## config.mk

```make
export PLATFORM = sky130hd
export DESIGN_NAME = burst_sram
export DESIGN_NICKNAME = d
export VERILOG_FILES = /design/src/rtl/burst_sram_pkg.sv /design/src/rtl/burst_addr_gen.sv /design/src/rtl/lane_write_ctl.sv /design/src/rtl/sram_array.sv /design/src/rtl/burst_sram.sv
export SDC_FILE = /design/constraint.sdc
export NUM_CORES = 2
export LEC_CHECK = 0
export BUFFER_PORTS_ARGS = -buffer_cell sky130_fd_sc_hd__buf_2
export CAP_MARGIN = 0
export CELL_PAD_IN_SITES_DETAIL_PLACEMENT = 0
export CELL_PAD_IN_SITES_GLOBAL_PLACEMENT = 1
export CORE_ASPECT_RATIO = 0.5
export CORE_UTILIZATION = 30
export DETAILED_ROUTE_END_ITERATION = 10
export PLACE_DENSITY_LB_ADDON = 0.1
export SLEW_MARGIN = 20
export SYNTH_ARGS = -nofsm -noshare
export SYNTH_HDL_FRONTEND = slang
export SYNTH_HIERARCHICAL = 1
export SYNTH_SLANG_ARGS = --single-unit
```

## constraint.sdc

```tcl
create_clock -name clk -period 8.25 [get_ports clk]
set_clock_uncertainty 0.1 [all_clocks]
set_input_delay 1.65 -clock clk [delete_from_list [all_inputs] [get_ports clk]]
set_output_delay 1.65 -clock clk [all_outputs]
set_load 0.005 [all_outputs]
```

## src/rtl/burst_sram_pkg.sv

```systemverilog
// Package: shared types and the burst-order arithmetic for the burst SRAM.
// Assumes bursts are four words long (2-bit counter).
package burst_sram_pkg;

    typedef enum logic {
        ORD_LINEAR     = 1'b0,
        ORD_INTERLEAVE = 1'b1
    } burst_order_e;

    // Low two address bits for the step-th access of a burst that began at start.
    function automatic logic [1:0] burst_offset(input logic [1:0] start,
                                                input logic [1:0] step,
                                                input burst_order_e ord);
        return (ord == ORD_INTERLEAVE) ? (start ^ step) : (start + step);
    endfunction

endpackage

```

## src/rtl/burst_addr_gen.sv

```systemverilog
// Burst address generator.
// It loads a start address and order on `load`. On `step_en` it advances a
// 2-bit counter. It presents the address used in the current cycle
// combinationally.
// Assumes step_en is only raised while a burst is active and never with load.
module burst_addr_gen
    import burst_sram_pkg::*;
#(
    parameter int ADDR_W = 6
) (
    input  logic              clk,
    input  logic              rst_n,
    input  logic              load,
    input  logic              step_en,
    input  logic [ADDR_W-1:0] addr_in,
    input  burst_order_e      mode_in,
    output logic [ADDR_W-1:0] eff_addr
);
    localparam int UPPER_W = ADDR_W - 2;

    logic [UPPER_W-1:0] upper_q;
    logic [1:0]         start_q;
    logic [1:0]         cnt_q;
    logic [1:0]         cnt_use;
    burst_order_e       ord_q;

    // Count value in force for this cycle, including a step taken now.
    always_comb cnt_use = cnt_q + {1'b0, step_en};

    // Address of this cycle: a fresh start address or the burst position.
    always_comb
        eff_addr = load ? addr_in : {upper_q, burst_offset(start_q, cnt_use, ord_q)};

    // Burst state: capture the start on load, advance the counter on a step.
    always_ff @(posedge clk) begin
        if (!rst_n) begin
            upper_q <= '0;
            start_q <= '0;
            cnt_q   <= '0;
            ord_q   <= ORD_LINEAR;
        end else if (load) begin
            upper_q <= addr_in[ADDR_W-1:2];
            start_q <= addr_in[1:0];
            cnt_q   <= '0;
            ord_q   <= mode_in;
        end else if (step_en) begin
            cnt_q <= cnt_use;
        end
    end

    // upper address bits do not move between two cycles without a load
    a_r4_upper_fixed: assert property (@(posedge clk) disable iff (!rst_n)
        !load |=> (load || eff_addr[ADDR_W-1:2] == $past(eff_addr[ADDR_W-1:2])));

    // a linear step moves the low offset by one, modulo four
    a_r5_linear_step: assert property (@(posedge clk) disable iff (!rst_n)
        (step_en && !load && ord_q == ORD_LINEAR)
            |-> eff_addr[1:0] == $past(eff_addr[1:0]) + 2'd1);

    // an interleaved step always flips the lowest offset bit
    a_r6_interleave_step: assert property (@(posedge clk) disable iff (!rst_n)
        (step_en && !load && ord_q == ORD_INTERLEAVE)
            |-> eff_addr[0] != $past(eff_addr[0]));

endmodule

```

## src/rtl/lane_write_ctl.sv

```systemverilog
// Write lane selection.
// A global write selects all lanes. Otherwise the byte-write enable passes
// the per-lane strobes. `allow` gates everything off in cycles that may not write.
// Assumes nothing about the encoding of bw beyond one bit per lane.
module lane_write_ctl #(
    parameter int LANES = 4
) (
    input  logic             allow,
    input  logic             gw,
    input  logic             bwe,
    input  logic [LANES-1:0] bw,
    output logic [LANES-1:0] lanes
);
    // Lane mask for this cycle, with global write taking precedence.
    always_comb begin
        if (!allow)   lanes = '0;
        else if (gw)  lanes = '1;
        else if (bwe) lanes = bw;
        else          lanes = '0;
    end
endmodule

```

## src/rtl/sram_array.sv

```systemverilog
// Byte-lane storage.
// Each lane is its own array with a per-lane write enable. The read port is
// registered, so data appears one edge after rd_en/raddr are presented.
// Assumes no reset of the contents; words must be written before being read.
module sram_array #(
    parameter int ADDR_W = 6,
    parameter int LANES  = 4,
    parameter int LANE_W = 9
) (
    input  logic                    clk,
    input  logic [LANES-1:0]        we,
    input  logic [ADDR_W-1:0]       waddr,
    input  logic [LANES*LANE_W-1:0] wdata,
    input  logic                    rd_en,
    input  logic [ADDR_W-1:0]       raddr,
    output logic [LANES*LANE_W-1:0] rdata
);
    localparam int DEPTH = 1 << ADDR_W;

    for (genvar g = 0; g < LANES; g++) begin : g_lane
        logic [LANE_W-1:0] mem [DEPTH];

        // Store this lane's slice of the write data when its strobe is set.
        always_ff @(posedge clk) begin
            if (we[g]) mem[waddr] <= wdata[g*LANE_W +: LANE_W];
        end

        // Output register for this lane, loaded on a read.
        always_ff @(posedge clk) begin
            if (rd_en) rdata[g*LANE_W +: LANE_W] <= mem[raddr];
        end
    end
endmodule

```

## src/rtl/burst_sram.sv

```systemverilog
// Pipelined burst SRAM top.
// It decodes the chip select and the two start strobes. It runs the burst
// address generator and the write lane control. The read goes through an
// address stage and an output stage.
// Assumes synchronous inputs that are stable around the rising edge.
module burst_sram
    import burst_sram_pkg::*;
#(
    parameter int ADDR_W = 6,
    parameter int LANES  = 4,
    parameter int LANE_W = 9
) (
    input  logic                    clk,
    input  logic                    rst_n,
    input  logic                    ce_a,
    input  logic                    ce_b,
    input  logic                    ce_c_n,
    input  logic                    start_p,
    input  logic                    start_c,
    input  logic                    adv,
    input  logic                    mode_il,
    input  logic                    gw,
    input  logic                    bwe,
    input  logic [LANES-1:0]        bw,
    input  logic [ADDR_W-1:0]       addr,
    input  logic [LANES*LANE_W-1:0] wdata,
    input  logic                    oe,
    output logic [LANES*LANE_W-1:0] rdata,
    output logic                    rvalid
);
    localparam int DATA_W = LANES * LANE_W;

    logic              sel, strobe, load, desel, live, allow_wr, step_en;
    logic              is_write, is_read;
    logic              active_q, rd_q, valid_q;
    logic [LANES-1:0]  wr_lanes;
    logic [ADDR_W-1:0] eff_addr, addr_q;
    logic [DATA_W-1:0] arr_q;

    // Cycle decode: selection, burst start or end, and whether this cycle acts.
    always_comb begin
        sel      = ce_a & ce_b & ~ce_c_n;
        strobe   = start_p | start_c;
        load     = strobe & sel;
        desel    = strobe & ~sel;
        live     = load | (active_q & ~strobe);
        allow_wr = live & ~(start_p & sel);
        step_en  = active_q & ~strobe & adv;
        is_write = |wr_lanes;
        is_read  = live & ~is_write;
    end

    burst_addr_gen #(.ADDR_W(ADDR_W)) i_addr (
        .clk     (clk),
        .rst_n   (rst_n),
        .load    (load),
        .step_en (step_en),
        .addr_in (addr),
        .mode_in (burst_order_e'(mode_il)),
        .eff_addr(eff_addr)
    );

    lane_write_ctl #(.LANES(LANES)) i_lanes (
        .allow(allow_wr),
        .gw   (gw),
        .bwe  (bwe),
        .bw   (bw),
        .lanes(wr_lanes)
    );

    sram_array #(.ADDR_W(ADDR_W), .LANES(LANES), .LANE_W(LANE_W)) i_array (
        .clk  (clk),
        .we   (wr_lanes),
        .waddr(eff_addr),
        .wdata(wdata),
        .rd_en(rd_q),
        .raddr(addr_q),
        .rdata(arr_q)
    );

    // Burst activity: set by a selected strobe, cleared by an unselected one.
    always_ff @(posedge clk) begin
        if (!rst_n)     active_q <= 1'b0;
        else if (load)  active_q <= 1'b1;
        else if (desel) active_q <= 1'b0;
    end

    // Read pipeline: address stage, then a valid flag beside the output stage.
    always_ff @(posedge clk) begin
        if (!rst_n) begin
            rd_q    <= 1'b0;
            addr_q  <= '0;
            valid_q <= 1'b0;
        end else begin
            rd_q    <= is_read;
            addr_q  <= eff_addr;
            valid_q <= rd_q;
        end
    end

    // Output gating by data-valid and output enable.
    always_comb begin
        rvalid = valid_q & oe;
        rdata  = rvalid ? arr_q : '0;
    end

    // a selected processor-side start is always a read
    a_r2_proc_start_reads: assert property (@(posedge clk) disable iff (!rst_n)
        (start_p && sel) |=> rd_q);

    // an unselected strobe leaves no read in the pipeline and no burst
    a_r9_deselect_idle: assert property (@(posedge clk) disable iff (!rst_n)
        (strobe && !sel) |=> (!rd_q && !active_q));

    // a permitted global write drives every lane
    a_r8_global_all_lanes: assert property (@(posedge clk) disable iff (!rst_n)
        (gw && live && !(start_p && sel)) |-> wr_lanes == '1);

    // output enable low silences the read port
    a_r11_oe_gates: assert property (@(posedge clk) disable iff (!rst_n)
        !oe |-> (rdata == '0 && !rvalid));

    // valid data at the port follows a read cycle two edges earlier
    a_r10_valid_latency: assert property (@(posedge clk) disable iff (!rst_n)
        (is_read && oe) |=> ##1 (rvalid || !oe));

endmodule

```

# ---- Yosys cells after proc, flatten, opt, wreduce, memory -nomap -nowiden
# Memories as Yosys holds them, arrays and structs flattened. A register that Yosys moved wholly into a read port is not among the register bits.
# Cells that the tools add are included.
dict set report word_totals {
  register_bits 18
  latchBits 0
  mem_bits_rw 2304
  rom_bits 0
  out_inout_bits 37
  elab_cells 52
  n_memories 4
}
# name depth width rd rd_clocked_by_memory_dff wr line
set memory_table {}
lappend memory_table {{i_array.g_lane[0].mem} 64 9 1 1 1 sram_array.sv:21} ;# logic [LANE_W-1:0] mem [DEPTH];
lappend memory_table {{i_array.g_lane[1].mem} 64 9 1 1 1 sram_array.sv:21}
lappend memory_table {{i_array.g_lane[2].mem} 64 9 1 1 1 sram_array.sv:21}
lappend memory_table {{i_array.g_lane[3].mem} 64 9 1 1 1 sram_array.sv:21}
dict set report classes {
  n_addsub 2
  n_mul 0
  n_div 0
  magnitude_cmp 0
  n_eq_ne 0
  shift 0
  mux 16
  bitwise_logic 19
  n_reduce_logical 3
}
# op n
set ops {}
lappend ops {{36-bit 2-to-1 mux} 1}
lappend ops {{4-bit 2-to-1 mux} 3}
lappend ops {{1-bit bitwise AND} 10}
lappend ops {{1-bit 2-to-1 mux} 10}
lappend ops {{6-bit 2-to-1 mux} 1}
lappend ops {{1-bit inverter} 6}
lappend ops {{4-bit OR reduction} 1}
lappend ops {{2-bit by 1-bit adder with 2-bit output} 1}
lappend ops {{2-bit adder} 1}
lappend ops {{2-bit 2-to-1 mux} 1}
lappend ops {{1-bit OR} 2}
lappend ops {{2-bit nonzero test} 1}
lappend ops {{2-bit OR reduction} 1}
lappend ops {{2-bit XOR} 1}

# ---- Longest topological paths before layout
dict set report depth {
  depth_word 9
  ltp_mapped 12
  ltp_nobuf 11
}

# ---- Cells and area by module
# The synthesis kept the hierarchy.
# mod instances cells_per_inst area_per_inst_um2 seq_area_each_um2
set modules_own_cells {}
lappend modules_own_cells {sram_array 1 4052 90071.4 70267.4}
lappend modules_own_cells {burst_sram 1 69 575.6 180.2}
lappend modules_own_cells {burst_addr_gen 1 39 426.7 180.2}
lappend modules_own_cells {lane_write_ctl 1 8 45.0 0.0}

# ---- Worst setup path after synthesis
# No wires, ideal clock.
dict set report synth_path {
  kind {input to register}
  from {in start_c}
  to {mem i_array.g_lane[0].mem[49][0], enable pin}
  setup_ns 0.337
  arrival_time_ns 4.416
  t_required_ns 7.813
  slack_ns 3.397
  path_stages 12
  n_path_buf 2
  path_cell_list {nor2_1 > and3_1 > ha_1 > ha_1 > nor2b_2 > xnor3_1 > mux2_2 > clkbuf_1 > or3b_2 > clkbuf_1 > nor2_1 > and2_1}
}
dict set report synth_via {
  elab_chain_cells 8
  word_cells_on_any_way 15
  classes_between {add/sub: 2; mux: 5; bitwise: 8}
}
# item line
set synth_rtl {}
lappend synth_rtl {{start, declared} burst_sram.sv:19} ;# input logic start_c,
lappend synth_rtl {{1-bit OR} burst_sram.sv:43} ;# strobe = start_p | start_c;
lappend synth_rtl {{1-bit inverter} burst_sram.sv:48} ;# step_en = active_q & ~strobe & adv;
lappend synth_rtl {{1-bit bitwise AND (2 in a row)} burst_sram.sv:48}
lappend synth_rtl {{named net step_en} burst_sram.sv:33} ;# logic sel, strobe, load, desel, live, allow_wr, step_en;
lappend synth_rtl {{2-bit by 1-bit adder with 2-bit output} burst_addr_gen.sv:28} ;# always_comb cnt_use = cnt_q + {1'b0, step_en};
lappend synth_rtl {{named net i_addr.cnt_use[0]} burst_addr_gen.sv:24} ;# logic [1:0] cnt_use;
lappend synth_rtl {{2-bit adder} burst_sram_pkg.sv:14} ;# return (ord == ORD_INTERLEAVE) ? (start ^ step) : (start + step);
lappend synth_rtl {{2-bit 2-to-1 mux} burst_sram_pkg.sv:14}
lappend synth_rtl {{6-bit 2-to-1 mux} burst_addr_gen.sv:32} ;# eff_addr = load ? addr_in : {upper_q, burst_offset(start_q, cnt_use, ord_q)};
lappend synth_rtl {{named net eff_addr[1]} burst_sram.sv:37} ;# logic [ADDR_W-1:0] eff_addr, addr_q;
lappend synth_rtl {{end, declared} sram_array.sv:21}
# The timed path passes the listed nets, and every way through them passes these cells.

# ---- Final worst setup path
dict set report layout_path {
  from {in start_c}
  to {mem i_array.g_lane[3].mem[25][3], enable pin}
}
dict set report layout_via {
  elab_chain_cells 8
  word_cells_on_any_way 15
  classes_between {add/sub: 2; mux: 5; bitwise: 8}
}
# item line
set layout_rtl {}
lappend layout_rtl {{1-bit OR} burst_sram.sv:43}
lappend layout_rtl {{1-bit inverter} burst_sram.sv:48}
lappend layout_rtl {{1-bit bitwise AND (2 in a row)} burst_sram.sv:48}
lappend layout_rtl {{named net step_en} burst_sram.sv:33}
lappend layout_rtl {{2-bit by 1-bit adder with 2-bit output} burst_addr_gen.sv:28}
lappend layout_rtl {{named net i_addr.cnt_use[0]} burst_addr_gen.sv:24}
lappend layout_rtl {{2-bit adder} burst_sram_pkg.sv:14}
lappend layout_rtl {{2-bit 2-to-1 mux} burst_sram_pkg.sv:14}
lappend layout_rtl {{6-bit 2-to-1 mux} burst_addr_gen.sv:32}
lappend layout_rtl {{named net eff_addr[1]} burst_sram.sv:37}
lappend layout_rtl {{end, declared} sram_array.sv:21}
# The timed path passes the listed nets, and every way through them passes these cells.

==> impl_metrics.toml <==
[global_route]
grt_max_degree = 99
overflow = 0
grt_pass1_vias = 45590
grt_pass1_wl_mm = 428.7
grt_antenna_before_repair = 42
grt_use_total_pct = 20.77

[clock_network]
clockBufferDepth = 4
cts_tree = "done"
cts_sinks = 2358
htreeDepth = 4
postCtsSetupBuffers = 0
cts_root_buffer = "clkbuf_16"
cts_hold_buf = 0
clk_latency_ps = 890
cts_inserted_buffers = 229
path_clk_slew_ps = 70
cts_resized = 0

[critical_path]
cp-start-kind = "input port"
slowest_delay_ps = 980
worstPathRequired_ps = 8670
cpLargestDelayFamily = "simple AND/OR/NAND/NOR gates"
path_class = "in -> reg"
critical_path_buf_inv_count = 1
critPathSlowestCell = "nor2_1"
arrival_ps = 5930
r2r_slack_ps = 3510
critical_path.max_fanout = 10
endpoint_kind = "flip-flop"
path_cells = "buf_2, nor2_1, and3_1, ha_1, ha_1, nor2b_2, xnor3_1, mux2_2, or3b_2, nor2_1, and2_1"

[timing]
fin_crit_ps = 5514
slew_headroom_pct = 17.59
fin_crit_sh_pct = 66.84
whs_ps = 393.9
clock.fmax_mhz = 181.4
grt_setup_unrepaired = "no"
setup_ws_ps = 2736
hold_viol_final = 0
setup_viol = 0
fin_setup_tns_ps = 0
worstMarginPinSlew_ps = 1232
slew_violations = 0

[worst_hold_path]
hold_class = "reg -> reg"

[die]
fp.coreArea_um2 = 300800
chipHeight_um = 391.7
start_util_pct = 30.29
die_x_um = 781.4
die_area_um2 = 306100
io_pins = 95
rows = 142

[drt]
wl_per_cell_um = 37.55
routed_via_density = 5.283
num_vias = 45330
routed_wl_mm = 322.2
dr.first_iter.drc_count = 5839
ant_nets = 0
firstDrtPassIters = 6
drcViolationCount = 0

[yosys]
avgSynthCellArea_um2 = 21.86
synth.distinct_cells = 46
async_reset_ff_share_pct = 0
netlist_instances = 4168
synth.area.top_cells = "edfxtp_1 (77%), mux4_2 (14%), and2_1 (1.8%), a22oi_1 (0.96%), o221ai_1 (0.59%)"
seq_area_frac_synth_pct = 77.51
yosysMostFrequentCell = "edfxtp_1"
ys_seq_elements = 2358
yosys_warnings = 6
syn-num-nets = 4228
synth_common_cells = "edfxtp_1 (2340), mux4_2 (575), and2_1 (264)"
synthFlopType = "edfxtp_1"
yosys.area.top_type = "edfxtp_1"
synthDominantCellAreaShare_pct = 77.12
netlist_area_um2 = 91120
synth_edf_count = 2340

[pwr]
combPwrFrac_pct = 3.8
peakVddDrop_mv = 0.1791
powerDensity_nw_per_um2 = 238.5
seq_power_share_pct = 53.2
p_switching_uw = 5402
cellLeakagePower_uw = 0.03099
netSwitchingFraction_pct = 21.79
p_int_uw = 19390
clkPwrFrac_pct = 42.9

[final_layout]
postLayoutCellArea_um2 = 104000
fill_cells = 27780
regArea_um2 = 70650
final_core_util_pct = 34.56
fin_nets = 4403
area.growth.synth_to_final_pct = 14.09
multi_input_area_um2 = 19430
drive_above_1_share_pct = 26.42

[job]
drv_cap = 0

[placement]
place.port_buffers = 94
gp_congestion = 0.8147
postPlaceCellArea_um2 = 96530
place_ws_ps = 2012
dpl.hpwl_mm = 211.1

[outcome]
status = "finished, final reports clean"
==> through the flow <==
| step | power, uW | std cells |
|---|---|---|
| 2_1_floorplan | 13810 | 4168 |
| 3_3_place_gp | 14440 | 8143 |
| 3_5_place_dp | 14430 | 8143 |
| 4_1_cts | 25080 | 8551 |
| 5_1_grt | 25480 | 8552 |
| 6_report | 24790 | 8579 |
==> path summary, 6_finish.rpt <==
kind	from	end	depth (start not counted)
hold reg to reg	i_addr/start_q[0]	i_addr/start_q[0]	2
hold / removal	i_addr/start_q[0]	i_addr/start_q[0]	2
setup reg to reg	active_q	i_array/g_lane[3].mem[25][3]	9
setup / recovery	start_c	i_array/g_lane[3].mem[25][3]	11
==> tightest hold or removal path, cell delays in order (launching register included) <==
cell,delay (ps)
dfxtp_1,310
nand2b_1,60
a21boi_0,70
==> power by group through the flow <==
stage               clock, uW  combinational (uW)  sequential [uW]
floorplan                   0                 363            13400
global placement            0                 980            13500
detailed placement          0                 975            13500
CTS                     10900                 973            13200
global route            11300                 991            13200
finish                  10600                 953            13200
==> state kept, by name, indices dropped and copies added (netlist names) <==
register	count
active_q	1
addr_q	6
i_addr/cnt_q	2
i_addr/ord_q	1
i_addr/start_q	2
i_addr/upper_q	4
i_array/g_lane.mem	2304
i_array/rdata	36
rd_q	1
valid_q	1
==> placed cells by master (no fill, tap or decap), types with 10 or more instances in the layout <==
master	Yosys	layout
mux2i_1	30	30
o221ai_1	61	61
mux4_2	575	575
a211oi_1	31	30
and2_1	264	263
buf_12	0	10
nor2_2	0	31
clkinv_1	0	54
nand3_1	65	65
clkbuf_16	0	233
mux2_2	12	12
clkbuf_1	136	24
nor2_1	78	44
bufinv_16	0	27
clkinv_2	0	53
a22oi_1	117	117
buf_4	23	115
o22ai_1	71	71
buf_2	53	71
a21oi_1	18	18
diode_2	0	27
nand2_1	59	55
edfxtp_1	2340	2340
nor2b_1	44	37
and3_1	63	63
dfxtp_1	18	12
==> metal layers <==
layer	track usage [%]	routed length [um]
met1	30.44	146700
met2	31.44	143000
met3	5.422	27080
met4	3.696	5387
met5	0	0
==> final cells by class <==
type	instances	share of cell area, %
clock inverters	151	1.373
well taps	4032	4.853
inverters	2	0.007221
multi-input cells	1556	18.69
diodes	27	0.06499
flip-flops and latches	2358	67.95
clock buffers	257	5.695
repair buffers	196	1.365
==> cells by family (layout without fill, tap and decap cells) <==
group / count (synthesis) / in the layout / synth area share, %
AND/OR/NAND/NOR: 630 / 630 / 3.901
XOR/XNOR: 3 / 3 / 0.04394
flip-flops: 2358 / 2358 / 77.51
buffers and inverters: 254 / 606 / 1.379
AO/OA/AOI/OAI: 304 / 304 / 2.447
adder cells (fa/ha/maj): 2 / 2 / 0.02746
other: 0 / 27 / 0
multiplexers: 617 / 617 / 14.69
Note: power is estimated with default switching activity, not from simulation.
